## config.mk

```make
export PLATFORM = sky130hd
export DESIGN_NAME = fault_capture_bank
export DESIGN_NICKNAME = d
export VERILOG_FILES = /design/src/rtl/fcb_pkg.sv /design/src/rtl/fcb_regfile.sv /design/src/rtl/fcb_classify.sv /design/src/rtl/fault_capture_bank.sv
export SDC_FILE = /design/constraint.sdc
export NUM_CORES = 1
export LEC_CHECK = 0
export BUFFER_PORTS_ARGS = -buffer_cell sky130_fd_sc_hd__buf_4
export CORE_MARGIN = 1.5
export CORE_UTILIZATION = 30
export DETAILED_ROUTE_END_ITERATION = 12
export PLACE_DENSITY = 0.44
export SYNTH_ARGS = -nofsm -noshare
export SYNTH_HDL_FRONTEND = slang
export SYNTH_SLANG_ARGS = --single-unit
```

## constraint.sdc

```tcl
create_clock -name clk -period 2 [get_ports clk]
set_input_delay 0.2 -clock clk [delete_from_list [all_inputs] [get_ports clk]]
set_output_delay 0.2 -clock clk [all_outputs]
set_load 0.02 [all_outputs]
```

## src/rtl/fcb_pkg.sv

```systemverilog
package fcb_pkg;
    localparam int unsigned ADDR_W = 3;

    typedef enum logic [ADDR_W-1:0] {
        OFS_CAP_RD   = 3'd0,
        OFS_CAP_AND  = 3'd1,
        OFS_CAP_LOAD = 3'd2,
        OFS_MSK      = 3'd3,
        OFS_MSK_AND  = 3'd4,
        OFS_MSK_OR   = 3'd5,
        OFS_ACTA     = 3'd6,
        OFS_ACTB     = 3'd7
    } ofs_e;

    typedef enum logic [1:0] {
        CLS_CHECKSTOP = 2'b00,
        CLS_RECOVER   = 2'b01,
        CLS_HOST      = 2'b10,
        CLS_LOCAL     = 2'b11
    } cls_e;
endpackage

```

## src/rtl/fcb_regfile.sv

```systemverilog
module fcb_regfile
    import fcb_pkg::*;
#(
    parameter int unsigned W = 64
) (
    input  logic                clk,
    input  logic                rst_n,
    input  logic [W-1:0]        err_in,
    input  logic                acc_wr,
    input  logic [ADDR_W-1:0]   acc_addr,
    input  logic [W-1:0]        acc_wdata,
    output logic [W-1:0]        acc_rdata,
    output logic [W-1:0]        cap_q,
    output logic [W-1:0]        msk_q,
    output logic [W-1:0]        acta_q,
    output logic [W-1:0]        actb_q
);
    localparam logic [W-1:0] ALL_ONES = {W{1'b1}};
    localparam logic [W-1:0] ALL_ZERO = {W{1'b0}};

    ofs_e           ofs;
    logic [W-1:0]   cap_d;
    logic [W-1:0]   msk_d;
    logic [W-1:0]   acta_d;
    logic [W-1:0]   actb_d;
    logic           cap_sw_hit;

    assign ofs = ofs_e'(acc_addr);
    assign cap_sw_hit = acc_wr && (ofs == OFS_CAP_AND || ofs == OFS_CAP_LOAD);

    always_comb begin
        cap_d  = cap_q;
        msk_d  = msk_q;
        acta_d = acta_q;
        actb_d = actb_q;
        if (acc_wr) begin
            unique case (ofs)
                OFS_CAP_RD:   ;
                OFS_CAP_AND:  cap_d  = cap_q & acc_wdata;
                OFS_CAP_LOAD: cap_d  = acc_wdata;
                OFS_MSK:      msk_d  = acc_wdata;
                OFS_MSK_AND:  msk_d  = msk_q & acc_wdata;
                OFS_MSK_OR:   msk_d  = msk_q | acc_wdata;
                OFS_ACTA:     acta_d = acc_wdata;
                OFS_ACTB:     actb_d = acc_wdata;
                default:      ;
            endcase
        end
        cap_d = cap_d | err_in;
    end

    always_ff @(posedge clk) begin
        if (!rst_n) begin
            cap_q  <= ALL_ZERO;
            msk_q  <= ALL_ONES;
            acta_q <= ALL_ZERO;
            actb_q <= ALL_ZERO;
        end else begin
            cap_q  <= cap_d;
            msk_q  <= msk_d;
            acta_q <= acta_d;
            actb_q <= actb_d;
        end
    end

    always_comb begin
        unique case (ofs)
            OFS_CAP_RD: acc_rdata = cap_q;
            OFS_MSK:    acc_rdata = msk_q;
            OFS_ACTA:   acc_rdata = acta_q;
            OFS_ACTB:   acc_rdata = actb_q;
            default:    acc_rdata = ALL_ZERO;
        endcase
    end

    AST_CAP_STICKY: assert property (@(posedge clk) disable iff (!rst_n)
        !$past(cap_sw_hit) |-> ((cap_q & $past(cap_q)) == $past(cap_q)));

    AST_SET_WINS: assert property (@(posedge clk) disable iff (!rst_n)
        ((cap_q & $past(err_in)) == $past(err_in)));

    AST_UNDEF_RD_ZERO: assert property (@(posedge clk) disable iff (!rst_n)
        (acc_addr == 3'd1 || acc_addr == 3'd2 || acc_addr == 3'd4 || acc_addr == 3'd5)
        |-> (acc_rdata == ALL_ZERO));
endmodule

```

## src/rtl/fcb_classify.sv

```systemverilog
module fcb_classify
    import fcb_pkg::*;
#(
    parameter int unsigned W = 64
) (
    input  logic            clk,
    input  logic            rst_n,
    input  logic [W-1:0]    cap_q,
    input  logic [W-1:0]    msk_q,
    input  logic [W-1:0]    acta_q,
    input  logic [W-1:0]    actb_q,
    output logic            chk_o,
    output logic            rec_o,
    output logic            host_o
);
    logic [W-1:0] chk_v;
    logic [W-1:0] rec_v;
    logic [W-1:0] host_v;

    for (genvar i = 0; i < W; i++) begin : g_bit
        logic live;
        cls_e cls;
        assign live = cap_q[i] & ~msk_q[i];
        assign cls  = cls_e'({acta_q[i], actb_q[i]});
        always_comb begin
            chk_v[i]  = 1'b0;
            rec_v[i]  = 1'b0;
            host_v[i] = 1'b0;
            unique case (cls)
                CLS_CHECKSTOP: chk_v[i]  = live;
                CLS_RECOVER:   rec_v[i]  = live;
                CLS_HOST:      host_v[i] = live;
                CLS_LOCAL:     ;
                default:       ;
            endcase
        end
    end

    always_ff @(posedge clk) begin
        if (!rst_n) begin
            chk_o  <= 1'b0;
            rec_o  <= 1'b0;
            host_o <= 1'b0;
        end else begin
            chk_o  <= |chk_v;
            rec_o  <= |rec_v;
            host_o <= |host_v;
        end
    end

    AST_MASKED_QUIET: assert property (@(posedge clk) disable iff (!rst_n)
        (&$past(msk_q)) |-> !(chk_o || rec_o || host_o));

    AST_CLEAN_QUIET: assert property (@(posedge clk) disable iff (!rst_n)
        ($past(cap_q) == '0) |-> !(chk_o || rec_o || host_o));

    AST_LOCAL_QUIET: assert property (@(posedge clk) disable iff (!rst_n)
        (($past(acta_q) & $past(actb_q)) == {W{1'b1}}) |-> !(chk_o || rec_o || host_o));
endmodule

```

## src/rtl/fault_capture_bank.sv

```systemverilog
module fault_capture_bank
    import fcb_pkg::*;
#(
    parameter int unsigned W = 64
) (
    input  logic                clk,
    input  logic                rst_n,
    input  logic [W-1:0]        err_in,
    input  logic                acc_wr,
    input  logic [ADDR_W-1:0]   acc_addr,
    input  logic [W-1:0]        acc_wdata,
    output logic [W-1:0]        acc_rdata,
    output logic                chk_o,
    output logic                rec_o,
    output logic                host_o
);
    logic [W-1:0] cap_q;
    logic [W-1:0] msk_q;
    logic [W-1:0] acta_q;
    logic [W-1:0] actb_q;

    fcb_regfile #(.W(W)) u_regs (
        .clk       (clk),
        .rst_n     (rst_n),
        .err_in    (err_in),
        .acc_wr    (acc_wr),
        .acc_addr  (acc_addr),
        .acc_wdata (acc_wdata),
        .acc_rdata (acc_rdata),
        .cap_q     (cap_q),
        .msk_q     (msk_q),
        .acta_q    (acta_q),
        .actb_q    (actb_q)
    );

    fcb_classify #(.W(W)) u_cls (
        .clk    (clk),
        .rst_n  (rst_n),
        .cap_q  (cap_q),
        .msk_q  (msk_q),
        .acta_q (acta_q),
        .actb_q (actb_q),
        .chk_o  (chk_o),
        .rec_o  (rec_o),
        .host_o (host_o)
    );
endmodule

```

Word-level counts from Yosys, hierarchy flattened
Index checks and enable logic that the tools add are counted.
{"block": "word_totals", "output_inout_bits": 67, "ff_bits": 259, "input_bits": 134, "word_cells": 542}
{"block": "classes", "bitwise_logic": 132, "eq_ne": 135, "n_mux": 196, "reduce_logical": 72}
{"cell": "$pmux 64 s4", "count": 1}
{"cell": "$mux 1", "count": 192}
{"cell": "$pmux 64 s3", "count": 1}
{"cell": "$reduce_or 64->1", "count": 3}
{"cell": "$and 64x64->64", "count": 2}
{"cell": "$eq 2x1->1 const B", "count": 64}
{"cell": "$eq 2x2->1 const B", "count": 64}
{"cell": "$logic_not 2->1", "count": 64}
{"cell": "$or 64x64->64", "count": 2}
{"cell": "$pmux 64 s2", "count": 1}
{"cell": "$and 1x1->1", "count": 64}
{"cell": "$mux 64", "count": 1}
{"cell": "$not 1->1", "count": 64}
{"cell": "$eq 3x3->1 const B", "count": 4}
{"cell": "$eq 3x2->1 const B", "count": 2}
{"cell": "$reduce_and 2->1", "count": 3}
{"cell": "$eq 3x1->1 const B", "count": 1}
{"cell": "$logic_not 3->1", "count": 1}
{"cell": "$reduce_bool 3->1", "count": 1}

Depth between registers and ports, before layout
Gate-level depths: netlist of the first run.
{"block": "logic_depth", "depth_word": 4, "ltp_mapped": 7, "mapped_depth_nobuf": 5}

Cells and area by module
Synthesis of the first run repeated with hierarchy kept, for this count alone.
{"block": "unflattened", "hier_cells": 1500, "hier_area_um2": 13919.6}
{"module": "fcb_regfile", "n_inst": 1, "cells_per_inst": 1236, "seq_area_each_um2": 5124.9, "area_each_um2": 11562.3}
{"module": "fcb_classify", "n_inst": 1, "cells_per_inst": 264, "seq_area_each_um2": 60.1, "area_each_um2": 2357.3}

Least setup slack after synthesis of the first run
Ideal clock, no wire load.
{"block": "synth_path", "path_kind": "reg-to-reg", "from": "reg u_regs.actb_q[24]", "to": "reg u_cls.host_o", "arrival_ns": 1.612, "n_path_buf": 0, "setup_time_ns": 0.115, "t_required_ns": 1.885, "stages_incl_launch_ff": 6, "period_less_slack_ns": 1.726, "setup_slack_ns": 0.274, "cell_sequence": "dfxtp_1 -> and4bb_2 -> nor4_4 -> nand4_1 -> or4_1 -> o21a_1"}
{"block": "synth_via", "elab_chain_len": 3}
{"element": "from (decl)", "line_no": "fcb_regfile.sv:16", "source": "output logic [W-1:0] actb_q"}
{"element": "from (signal assigned)", "line_no": "fcb_regfile.sv:62", "source": "actb_q <= actb_d;"}
{"element": "$eq 2x2->1", "line_no": "fcb_classify.sv:29", "source": "unique case (cls)"}
{"element": "$mux 1", "line_no": "fcb_classify.sv:29"}
{"element": "$reduce_or 64->1", "line_no": "fcb_classify.sv:47", "source": "host_o <= |host_v;"}
{"element": "to (signal assigned)", "line_no": "fcb_classify.sv:47"}
{"element": "to (decl)", "line_no": "fcb_classify.sv:14", "source": "output logic host_o"}
Every way passes these cells.
A chain may end at the register's enable or synchronous reset.

Worst setup path after layout of the first run
{"block": "layout_path", "from": "reg u_regs.msk_q[48]", "to": "reg u_cls.host_o"}
{"block": "layout_via", "elab_chain_len": 4}
{"element": "from (decl)", "line_no": "fcb_regfile.sv:14", "source": "output logic [W-1:0] msk_q,"}
{"element": "from (signal assigned)", "line_no": "fcb_regfile.sv:60", "source": "msk_q <= msk_d;"}
{"element": "$not 1->1", "line_no": "fcb_classify.sv:23", "source": "assign live = cap_q[i] & ~msk_q[i];"}
{"element": "$and 1x1->1", "line_no": "fcb_classify.sv:23"}
{"element": "$mux 1", "line_no": "fcb_classify.sv:29"}
{"element": "$reduce_or 64->1", "line_no": "fcb_classify.sv:47"}
Every way passes these cells.

==> results of run 1 <==
==> state kept, by name (all words and copies together), names as in the netlist <==
name	flops
u_regs.acta_q	64
u_regs.actb_q	64
u_regs.cap_q	64
u_regs.msk_q	64
u_cls.chk_o	1
u_cls.host_o	1
u_cls.rec_o	1
==> final cells by class <==
| type | count | area [µm²] |
|---|---|---|
| clock inverter | 7 | 82.6 |
| fill | 4323 | 23900 |
| tap | 585 | 732 |
| antenna | 1 | 2.50 |
| sequential | 259 | 5190 |
| clock buffer | 55 | 1010 |
| inverter | 7 | 26.3 |
| multi-input combinational | 1108 | 7530 |
| timing repair buffer | 509 | 4510 |
==> cells in the mapped netlist, types with 2 or more instances <==
master,count
nand2_1,260
dfxtp_1,259
a21boi_1,121
nor4bb_1,107
clkbuf_1,90
a21oi_1,71
nor2_1,66
a22o_1,65
o21a_1,65
a221o_1,64
o21ai_0,64
o22a_1,64
nor4b_1,54
nor4_1,30
nor3b_1,16
buf_2,12
nand4_1,11
buf_1,10
a21boi_0,7
inv_1,7
a2111oi_0,5
and4bb_2,4
a221oi_1,3
nor2b_1,3
nor3_1,3
and2_1,2
and3_1,2
nand3_1,2
nor3_2,2
nor4_2,2
o31a_1,2
xor2_1,2
==> power by group through the flow <==
| stage | registers (µW) | clock network (µW) | logic [µW] |
|---|---|---|---|
| floorplan | 5680 | 0 | 920 |
| global placement | 5720 | 0 | 1870 |
| detailed placement | 5730 | 0 | 1880 |
| CTS | 5620 | 6230 | 2170 |
| global route | 5660 | 6420 | 2310 |
| finish | 5620 | 6090 | 2170 |
==> kinds of logic (layout without fill, tap and decap cells) <==
kind of cell,after synthesis,after routing
compound gates,534,534
xor+xnor,2,2
buf+inv,119,578
flops,259,259
other cells,0,1
simple gates,572,572
==> routing by layer <==
layer,global-route usage,wire length [µm],vias up
li1,-,-,6550
met5,0,0,-
met1,0.353,26600,6804
met2,0.420,27700,467
met4,0.118,2550,0
met3,0.0494,4030,100
==> through the flow <==
stage	power (µW)	TNS (ps)
2_1_floorplan	6600	0
3_3_place_gp	7590	-285
3_5_place_dp	7610	-318
4_1_cts	14000	0
5_1_grt	14400	0
6_report	13900	0
==> worst max-delay path by stage <==
| stage | slack [ps] | cells after the start | start | to |
|---|---|---|---|---|
| 2_1_floorplan | 270 | 5 | u_regs.actb_q[24] | u_cls.host_o |
| 3_3_place_gp | -130 | 5 | u_regs.cap_q[3] | u_cls.chk_o |
| 3_5_place_dp | -130 | 7 | u_regs.cap_q[18] | u_cls.host_o |
| 4_1_cts | 20 | 5 | u_regs.cap_q[3] | u_cls.chk_o |
| 5_1_grt | 0.8 | 5 | u_regs.msk_q[48] | u_cls.host_o |
| 6_report | 40 | 5 | u_regs.msk_q[48] | u_cls.host_o |
==> repair_timing <==
item / 4_1_cts / 5_1_grt
pin swaps: 0 / 5
gates cloned: 0 / 0
hold buffers: 169 / 0
gates resized for setup: 5 / 11
setup endpoints to repair: 3 / 3
hold endpoints to repair: 255 / 0
==> worst max-delay path: cells and delay by family, from the launching register on <==
family          cells  cell delay [ps]
flops               1              430
simple gates        4             1230
compound gates      1              190
==> impl_results.md, run 1 <==
- RSZ-0062 raised after global routing: no
- Post-synth EDFFs: 0
- Mapped Area: around 13,000 µm²
- Mapped Nets: around 1,600
- Share of layout cells above drive strength 1: 0.216
- Compound-Gate Fraction of Synth Area: 0.307
- Startpoint types: flip-flop
- Cts bufs inserted: 34
- Synthesized instance count: 1,486
- Final Max Slew Viols: 0
- Adder-cell share of the synthesized area: 0
- # rows: 76
- Clock transition at path regs: 60 ps
- Fin crit period: 1960 ps
- Critical path arrival: 2390 ps
- Leak: around 0.0073 µW
- Worst skew pair latency: around 540 ps
- Fin crit share: 0.979
- Layout Nets: 2,053
- Hold Crit Class: in2reg
- Final Non-Filler Cells: 2,531
- Worst path max stage delay: roughly 500 ps
- Die Wd: between 200 and 250 µm
- Depth of the most critical reg-to-reg path: 5
- Top Ports: 201
- H-tree depth: 2
- Worst R2R Start: u_regs.msk_q[48]
- Placed Cells: roughly 2,300
- Top cells by area, synth: dfxtp_1, nor4bb_1, nand2_1, a21boi_1, a221o_1
- Drt wl/cell: 24.0 µm
- Final wirelength: 60.8 mm
- Int Power: 10,100 µW
- GPL Wtd Cong: 0.897
- Hold EP: u_regs.msk_q[12]
- Clock Sinks: between 200 and 300
- Flop2flop setup slack: 40 ps
- DRC Markers: 0
- Global-route wire length before repair: 87.8 mm
- Post-synth top area cell: dfxtp_1
- Seq pwr share: 0.405
- Commonest non-fill, non-tap cell in the layout: buf_4
- Status: finished, final reports clean
- DP Wirelength: 41.3 mm
- Switching Power: 3750 µW
- Max-slew headroom: 0.266
- HP Start: rst_n
- Setup CP Type: reg2reg
- Final Hold Vio Count: 0
- Core Area: 43,000 µm²
- Vias in the first global route: 13,387
- Setup slack after layout: 42.0 ps
- Drt initial violations: around 1,000
- Final hold slack: 20.7 ps
- DRT Pass-1 Iters: 5
- Power Dens Cells: 728 nW/µm²
- Dpl ws: -131 ps
- Synth Area in Simple Gates: 0.260
- Crit-path cells: nor4bb_1, nor4_2, nand4_1, or4_1, o21a_1
- Mux cell area share after synthesis: 0
- Gate power share: 0.156
- CTS tree: built
- FMAX: 511 MHz
- Die Ht: 212 µm
- Crit Path Max Fanout: 6
- FF-to-FF End: u_cls.host_o
- Cell depth of the worst hold path: 2
- Slowest cell on the critical path: or4_1
- Post-synthesis xor/xnor area fraction: 0.00134
- Yosys reg bits: ~260
- Largest net degree at the start of global routing: between 60 and 70
- CTS Buffer Depth: 3
- Share of the synthesized area in the top cell type: 0.397
- Synthesis-to-layout area growth: 46.1%
- Initial Util: 0.304
- Clock root buffer: clkbuf_16
- Vias: 13,921
- Post-DP Area: 16,200 µm²
- Vias per cell: ~5.5
- I/O Buffers: 200
- Clock power frac: 0.439
- Postcts setup bufs: 0
- FFs w/ async S/R, synth: 0
- Max-cap violations: 0
- Worst clock skew: 14.9 ps
- Setup Viol. Count Final: 0
- Syn Area/Cell: 8.79 µm²
- Full die area: 44,800 µm²
- Crit end category: flip-flop
- Worst path required time: around 2400 ps
- Most frequent cells in the layout: buf_4, nand2_1, dfxtp_1
- Peak VDD IR: 0.000491 V
- Post-DRT Antenna Nets: 0
- Net switching fraction of the power: 0.270
- Total global routing overflow: 0
- Top_reg_cell synth: dfxtp_1
- Initial antenna violation count: 2
- GR Util All Layers: 0.266
- Main combinational cell family by area after synthesis: compound AO/OA/AOI/OAI gates
- Sequential area share after synthesis: 0.397
- Yosys warning total: 0
- Slew at the pin with the worst max-slew slack: 1090 ps
- Distinct cells, synth: 43
- Final instance area: between 15,000 and 20,000 µm²
- Final core utilization: 0.444
Note: power is estimated with default switching activity, not from simulation.
==> inputs of run 2 (changes only) <==
--- a/config.mk
+++ b/config.mk
@@ -7,9 +7,9 @@
 export LEC_CHECK = 0
 export BUFFER_PORTS_ARGS = -buffer_cell sky130_fd_sc_hd__buf_4
 export CORE_MARGIN = 1.5
-export CORE_UTILIZATION = 30
+export CORE_UTILIZATION = 36
 export DETAILED_ROUTE_END_ITERATION = 12
-export PLACE_DENSITY = 0.44
+export PLACE_DENSITY = 0.51
 export SYNTH_ARGS = -nofsm -noshare
 export SYNTH_HDL_FRONTEND = slang
 export SYNTH_SLANG_ARGS = --single-unit
==> run 2 against run 1 <==
Net effect:
- non-clock buffer count is 25 higher
- combinational power barely moved
- hold slack better by 70 ps
- flip-flop and latch count stayed put
- clock power decreased by 3.8%
- largest cell class unchanged
- the run now ends with design-rule violations left
- clock-buffer cell count down 8
- final cell count is 4.1% lower
- total power down 1.5%
==> impl_results.md, run 2 (synthesized netlist as in run 1, its figures left out) <==
- Status: complete, but fails checks
- Violations in the final reports: design-rule violations
- Share of layout cells above drive strength 1: 0.221
- Post-DRT Antenna Nets: 0
- DRC Markers: 12
- Core Area: approximately 36,000 µm²
- Postcts setup bufs: 0
- Slowest cell on the critical path: nor4bb_1
- Post-DP Area: around 16,000 µm²
- # fillers: around 3,300
- Drt initial violations: 1,251
- Max-cap violations: 0
- Full die area: around 37,000 µm²
- CTS tree: built
- RSZ-0062 raised after global routing: yes
- DRT Pass-1 Iters: 10
- Final Non-Filler Cells: 2,427
- Commonest non-fill, non-tap cell in the layout: buf_4
- I/O Buffers: 200
- Switching Power: 3570 µW
- CP bufs+invs: 1
- Fin crit share: 0.993
- Largest net degree at the start of global routing: 94
- Crit Path Max Fanout: 5
- Int Power: 10,100 µW
- Antenna Cells: 0
- Global-route wire length before repair: 84.8 mm
- Clock Sinks: 259
- Hold Crit Class: in2reg
- Worst path required time: 2520 ps
- Final wirelength: 57.0 mm
- Startpoint types: flip-flop
- Top Ports: 201
- GR Util All Layers: 0.296
- Beginning of the critical path: u_regs.acta_q[50]
- Worst clock skew: 6.97 ps
- Net switching fraction of the power: 0.261
- Worst path top cell family by delay: simple AND/OR/NAND/NOR gates
- Crit-path cells: nor4bb_1, nor4_1, buf_4, nand4_1, or4_4, o21a_1
- Die Wd: between 150 and 200 µm
- Setup slack after layout: 14.1 ps
- Final instance area: 19,100 µm²
- Power Dens Cells: 716 nW/µm²
- Seq pwr share: 0.410
- Setup CP Type: reg2reg
- Drt wl/cell: roughly 23 µm
- Clock power frac: 0.429
- Initial Util: 0.366
- Clock root buffer: clkbuf_16
- Vias in the first global route: 13,418
- Placed Cells: 2,180
- Synthesis-to-layout area growth: 46.3%
- Final Hold Vio Count: 0
- Fin crit period: 1990 ps
- Final hold slack: 90.3 ps
- DP Wirelength: 38.0 mm
- Total global routing overflow: 0
- FMAX: 504 MHz
- Die Ht: about 190 µm
- Register Area: 5200 µm²
- Vias per cell: 5.78
- Multi-input logic area: roughly 7500 µm²
- Final TNS setup: 0 ps
- HP Start: rst_n
- Peak VDD IR: 0.000635 V
- Leak: ~0.0074 µW
- Most frequent cells in the layout: buf_4, nand2_1, dfxtp_1
- H-tree depth: 1
- Crit end category: flip-flop
- Slew at the pin with the worst max-slew slack: between 1000 and 1500 ps
- Setup Viol. Count Final: 0
- Worst R2R Start: u_regs.acta_q[50]
- Vias: between 10,000 and 15,000
- # rows: 69
- Clock transition at path regs: roughly 60 ps
- Worst path max stage delay: 970 ps
- Initial antenna violation count: 1
- Critical path arrival: 2500 ps
- GPL Wtd Cong: 0.966
- Final Max Slew Viols: 0
- Cts bufs inserted: 31
- CTS Buffer Depth: 3
- Worst skew pair latency: 580 ps
- Dpl ws: -55.0 ps
- Max-slew headroom: 0.242
- Layout Nets: 2,075
- Gate power share: 0.161
## run 2: cell count changes in the layout (fill, tap and decap cells not counted), sizes merged
cell	delta
buf	+5
bufinv	+1
clkbuf	-8
clkinv	+3
clkinvlp	+1
diode	-1
dlygate4sd3	+20
inv	-1
## run 2: power groups by stage
stage | clock network [µW] | registers, µW | logic (µW)
after floorplan | 0 | 5680 | 920
after global placement | 0 | 5700 | 1840
after detailed placement | 0 | 5710 | 1850
after CTS | 5960 | 5600 | 2190
after global routing | 6140 | 5640 | 2340
final | 5860 | 5610 | 2200
## run 2: layout make-up
cell class / count / share of cell area
clock buffers: 47 / 0.0500
clock inverters: 11 / 0.00583
inverters: 7 / 0.00138
multi-input cells: 1108 / 0.391
flip-flops and latches: 259 / 0.272
well taps: 461 / 0.0302
repair buffers: 534 / 0.249
## run 2: timing repair
action / CTS / global route
cloned: 0 / 0
hold buffers: 189 / 0
hold endpoints to repair: 256 / 0
pin swaps: 3 / 5
gates resized for setup: 3 / 14
setup endpoints to repair: 2 / 3
## run 2: routing by layer
layer,part of all wire,vias up,GRT usage
met5,0.00019,-,0
met1,0.44,6830,0.400
met3,0.068,100,0.0445
met2,0.46,517,0.483
li1,-,6577,-
met4,0.036,2,0.0971
## run 2: worst paths after layout
kind,slack (ps),end,depth (start not counted)
worst max-delay path,10,u_cls.host_o,6
worst max register to register,10,u_cls.host_o,6
worst min register to register,480,u_regs.acta_q[12],2
worst min-delay path,90,u_regs.msk_q[11],3
## run 2: worst register-to-register path, stage by stage (launching register included)
cell and delay, ps:
dfxtp_1 380, nor4bb_1 970, nor4_1 90, buf_4 180, nand4_1 80, or4_4 120, o21a_1 110
## run 2: per-stage QoR
stage,utilization,total power [µW]
final,0.536,13700
after global routing,0.536,14100
after CTS,0.535,13800
after detailed placement,0.452,7570
after global placement,0.452,7540
after floorplan,-,6600
